File: config.mk
export PLATFORM = sky130hd
export DESIGN_NAME = dsm_heartbeat_top
export DESIGN_NICKNAME = d
export VERILOG_FILES = /design/src/rtl/dsm_pkg.sv /design/src/rtl/dsm_control.sv /design/src/rtl/dsm_datapath.sv /design/src/rtl/dsm_heartbeat_top.sv
export SDC_FILE = /design/constraint.sdc
export NUM_CORES = 1
export LEC_CHECK = 0
export ABC_AREA = 1
export BUFFER_PORTS_ARGS = -buffer_cell sky130_fd_sc_hd__buf_2
export CAP_MARGIN = 15
export CELL_PAD_IN_SITES_DETAIL_PLACEMENT = 0
export CELL_PAD_IN_SITES_GLOBAL_PLACEMENT = 1
export CORE_ASPECT_RATIO = 0.75
export CORE_MARGIN = 2
export CORE_UTILIZATION = 42
export CTS_CLUSTER_SIZE = 30
export DETAILED_ROUTE_END_ITERATION = 8
export PLACE_DENSITY = 0.87
export SYNTH_ARGS = -nofsm -noshare
export SYNTH_HDL_FRONTEND = slang
export SYNTH_SLANG_ARGS = --single-unit
export TNS_END_PERCENT = 100
File: constraint.sdc
create_clock -name clk -period 2.05 [get_ports clk]
set_clock_uncertainty 0.05 [all_clocks]
set_input_delay 0.1025 -clock clk [delete_from_list [all_inputs] [get_ports clk]]
set_output_delay 0.1025 -clock clk [all_outputs]
set_load 0.01 [all_outputs]
File: src/rtl/dsm_pkg.sv
package dsm_pkg;
  parameter int DATA_W   = 16;
  parameter int PHASE_W  = 7;

  typedef struct packed {
    logic sat;       // current sample is at a limit
    logic satLevel;  // 1: positive limit, 0: negative limit
    logic marker;    // emit the opposite-polarity heartbeat bit
  } ctlStrobe_t;
endpackage

File: src/rtl/dsm_control.sv
module dsm_control
  import dsm_pkg::*;
#(
  parameter int SAMPLE_W = DATA_W,
  parameter int PH_W     = PHASE_W
) (
  input  logic                clk,
  input  logic                rst,
  input  logic [SAMPLE_W-1:0] sample,
  output ctlStrobe_t          strb
);
  localparam logic [SAMPLE_W-1:0] POS_LIM  = {1'b0, {(SAMPLE_W-1){1'b1}}};
  localparam logic [SAMPLE_W-1:0] NEG_LIM  = {1'b1, {(SAMPLE_W-1){1'b0}}};
  localparam logic [PH_W-1:0]     LAST_PH  = {PH_W{1'b1}};

  logic            isPos, isNeg, satNow, entry;
  logic            prevSat, prevLevel;
  logic [PH_W-1:0] phaseCnt, phaseUse;

  always_comb begin
    isPos    = (sample == POS_LIM);
    isNeg    = (sample == NEG_LIM);
    satNow   = isPos | isNeg;
    entry    = satNow && (!prevSat || (prevLevel != isPos));
    phaseUse = entry ? '0 : phaseCnt;
    strb.sat      = satNow;
    strb.satLevel = isPos;
    strb.marker   = satNow && (phaseUse == LAST_PH);
  end

  always_ff @(posedge clk) begin
    if (rst) begin
      phaseCnt  <= '0;
      prevSat   <= 1'b0;
      prevLevel <= 1'b0;
    end else begin
      phaseCnt  <= satNow ? phaseUse + 1'b1 : '0;
      prevSat   <= satNow;
      prevLevel <= isPos;
    end
  end

  // heartbeat never fires on two consecutive samples
  a_r7_single_marker: assert property (@(posedge clk) disable iff (rst)
    strb.marker |=> !strb.marker);
  // the first sample of any clip run is never a marker
  a_r9_entry_no_marker: assert property (@(posedge clk) disable iff (rst)
    entry |-> !strb.marker);
endmodule

File: src/rtl/dsm_datapath.sv
module dsm_datapath
  import dsm_pkg::*;
#(
  parameter int SAMPLE_W = DATA_W
) (
  input  logic                clk,
  input  logic                rst,
  input  logic [SAMPLE_W-1:0] sample,
  input  ctlStrobe_t          strb,
  output logic                bitOut,
  output logic                clipFlag
);
  logic [SAMPLE_W-1:0] acc, offsetVal;
  logic [SAMPLE_W:0]   sum;

  always_comb begin
    offsetVal = sample ^ {1'b1, {(SAMPLE_W-1){1'b0}}};  // x + 2^(W-1)
    sum       = {1'b0, acc} + {1'b0, offsetVal};
  end

  always_ff @(posedge clk) begin
    if (rst) begin
      acc      <= '0;
      bitOut   <= 1'b0;
      clipFlag <= 1'b0;
    end else begin
      acc      <= sum[SAMPLE_W-1:0];
      bitOut   <= strb.sat ? (strb.satLevel ^ strb.marker) : sum[SAMPLE_W];
      clipFlag <= strb.sat;
    end
  end

  // positive clip without marker yields a one
  a_r7_pos_ones: assert property (@(posedge clk) disable iff (rst)
    (strb.sat && strb.satLevel && !strb.marker) |=> bitOut);
  // negative clip without marker yields a zero
  a_r8_neg_zeros: assert property (@(posedge clk) disable iff (rst)
    (strb.sat && !strb.satLevel && !strb.marker) |=> !bitOut);
endmodule

File: src/rtl/dsm_heartbeat_top.sv
module dsm_heartbeat_top
  import dsm_pkg::*;
(
  input  logic              clk,
  input  logic              rst,
  input  logic [DATA_W-1:0] sample,
  output logic              bitOut,
  output logic              clipFlag
);
  ctlStrobe_t strb;

  dsm_control #(.SAMPLE_W(DATA_W), .PH_W(PHASE_W)) u_ctl (
    .clk(clk), .rst(rst), .sample(sample), .strb(strb));

  dsm_datapath #(.SAMPLE_W(DATA_W)) u_dp (
    .clk(clk), .rst(rst), .sample(sample), .strb(strb),
    .bitOut(bitOut), .clipFlag(clipFlag));

  // outputs are cleared after a reset edge
  a_r1_reset_clear: assert property (@(posedge clk)
    rst |=> (!bitOut && !clipFlag));
  // flag only follows a sample at a limit
  a_r6_flag_source: assert property (@(posedge clk) disable iff (rst)
    clipFlag |-> ($past(sample) == 16'h7FFF || $past(sample) == 16'h8000));
endmodule

==> results.tsv <==
metric	value	unit
layout_commonest_cell	nand2_1	
cts_buffers	3	
initial_core_util	44.8	%
vias	1738	
vdd.ir_drop.worst	0.464	mV
clock_latency	280	ps
place_ws	49.6	ps
async_flop_share	0	%
portBuffers	19	
clockRootBuffer	clkbuf_8	
cp-end-kind	register	
via_per_inst	5.04	
drc	0	
grt_pass1_wl	7110	um
syn_nets	299	
power_report.internal_total	1070	uW
post-route-cell-area	2150	um2
yosysSeqAreaShare	27.9	%
io_pins	20	
die-area	4990	um2
mappedNetlistArea	1860	um2
crit_fanout	3	
final_core_util	51.8	%
p_comb_share	47.7	%
clkSinkCount	26	
die_w	80.9	um
max_stage_delay	390	ps
fin_nets	328	
crit_chain	ha_2 > fa_2 > nand3_1 > nand3_2 > a21oi_2 > o21ai_2 > a21boi_2 > o21ai_1 > nand2_1 > nand2_1 > nor2_1	
leakage	0.00101	uW
ys_warn_count	0	
p_clk_share	17.1	%
p_sw_share	40.6	%
drive_above_1_share	21.7	%
p_sw	730	uW
fmax	0.517	GHz
muxShareOfSynthArea	0	%
wire_per_inst	12.5	um
tightest_slew	355	ps
yosys.area_share.simple	33.0	%
grt_overflow	0	
path_class	reg -> reg	
ys_ff_latch	26	
cts.htree.levels	1	
postPlaceCellArea	2050	um2
synth.distinct_cells	36	
period_needed	1940	ps
cp_data_arrival_time	2110	ps
track_usage	19.1	%
layout_setup_ws	114	ps
drt_iter0_markers	65	
status	complete, no violations	
final.setup.tns	0	ps
relSlewSlack	76.2	%
crit_slowest_cell	fa_2	
area.growth.synth_to_final	15.5	%
synth_compound_area_share	18.2	%
coreArea	4150	um2
clk_transition_reported_paths	100	ps
hp-class	in -> reg	
finalHoldViolations	0	
place_congestion	0.821	
wl	4320	um
cts_buffer_depth	2	
crit_required	2230	ps
synthAdderAreaFrac	12.5	%
synth_top_family_by_area	simple AND/OR/NAND/NOR gates	
synth_cells	263	
hpwl	3420	um
ant_nets	0	
antenna_found_initial	0	
rows	20	
timing.final.crit_share	94.4	%
synth-edff-count	0	
first_pass_iters	4	
cap_violations	0	
die_h	61.7	um
synth-main-ff-cell	dfxtp_1	
synth_xor_area_share	0	%
powerDensity	835	nW/um2
avgSynthCellArea	7.08	um2
p_seq_share	35.2	%
tritoncts	yes	
critPathMostFrequentCell	nand2_1	
n_antenna_cell	0	
cp-start-kind	register	
final_cell_mix	47 x nand2_1, 35 x inv_1, 31 x nor2_1, 26 x dfxtp_1, 24 x a21oi_1	
maxSlewViolCount	0	
grt_max_degree	14	
grt_pass1_vias	1542	
setup_violations	0	
-- layer usage --
layer	up-vias	part of all wire, %	global-route usage (%)
met5	-	0	0
met4	0	0.58	3.63
met3	2	3.6	3.96
met2	29	42	29.4
met1	780	54	27.9
li1	927	-	-
-- metrics by stage --
stage / instances / power, uW / hold slack [ps]
2_1_floorplan: 263 / 1230 / 282
3_3_place_gp: 339 / 1420 / 380
3_5_place_dp: 339 / 1420 / 384
4_1_cts: 342 / 1720 / 90.1
5_1_grt: 345 / 1950 / 89.4
6_report: 345 / 1800 / 88.7
-- worst max-delay path: cells and delay by family, from the launching register on --
kind / cells / cell delay, ps
adder cells (fa/ha/maj): 2 / 570
flip-flops: 1 / 320
AND/OR/NAND/NOR: 5 / 370
AO/OA/AOI/OAI: 4 / 560
-- final cells by class --
cell class / count / area (um2)
fillers: 454 / 2000
multi-input cells: 197 / 1230
flip-flops and latches: 26 / 520
inverters: 39 / 151
repair buffers: 25 / 140
well taps: 55 / 68.8
clock buffers: 3 / 41.3
-- timing repair --
action                                  4_1_cts  5_1_grt
setup buffers                                 0        3
hold buffers                                  0        0
resized for setup                             0       11
endpoints found under the setup margin        0        5
-- kinds of logic after synthesis --
family,Yosys count
AO/OA/AOI/OAI,59
flip-flops,26
buffers and inverters,40
adder cells (fa/ha/maj),18
AND/OR/NAND/NOR,120
-- synthesized netlist by cell type, types with 5 or more instances --
cell     count  area, um2
o21ai_1      5       25.0
dfxtp_1     26        521
o21a_1       5       37.5
a21oi_1     26        130
ha_1        17        213
nand4_1      5       31.3
nand3_1     12       60.1
o21ai_0     12       60.1
nor2_1      31        116
inv_1       35        131
nand2_1     48        180
-- worst paths after layout --
path                                   startpoint                 to  slack, ps  depth (start not counted)
worst max-delay path                  u_dp.acc[0]       u_dp.acc[12]        110                         11
worst max register to register        u_dp.acc[0]       u_dp.acc[12]        110                         11
worst min-delay path                          rst        u_dp.acc[0]         90                          2
worst min register to register  u_ctl.phaseCnt[6]  u_ctl.phaseCnt[6]        450                          2
-- flip-flops by register name (all words and copies together) (netlist names) --
register         flops
u_ctl.prevLevel      1
u_dp.bitOut          1
u_dp.clipFlag        1
u_ctl.phaseCnt       7
u_dp.acc            16
-- power groups by stage --
stage / Clock [uW] / Sequential [uW] / Combinational [uW]
2_1_floorplan: 0 / 640 / 587
6_report: 308 / 632 / 857
3_3_place_gp: 0 / 642 / 773
5_1_grt: 330 / 640 / 980
3_5_place_dp: 0 / 643 / 773
4_1_cts: 313 / 632 / 776
Note: power is estimated with default switching activity, not from simulation.
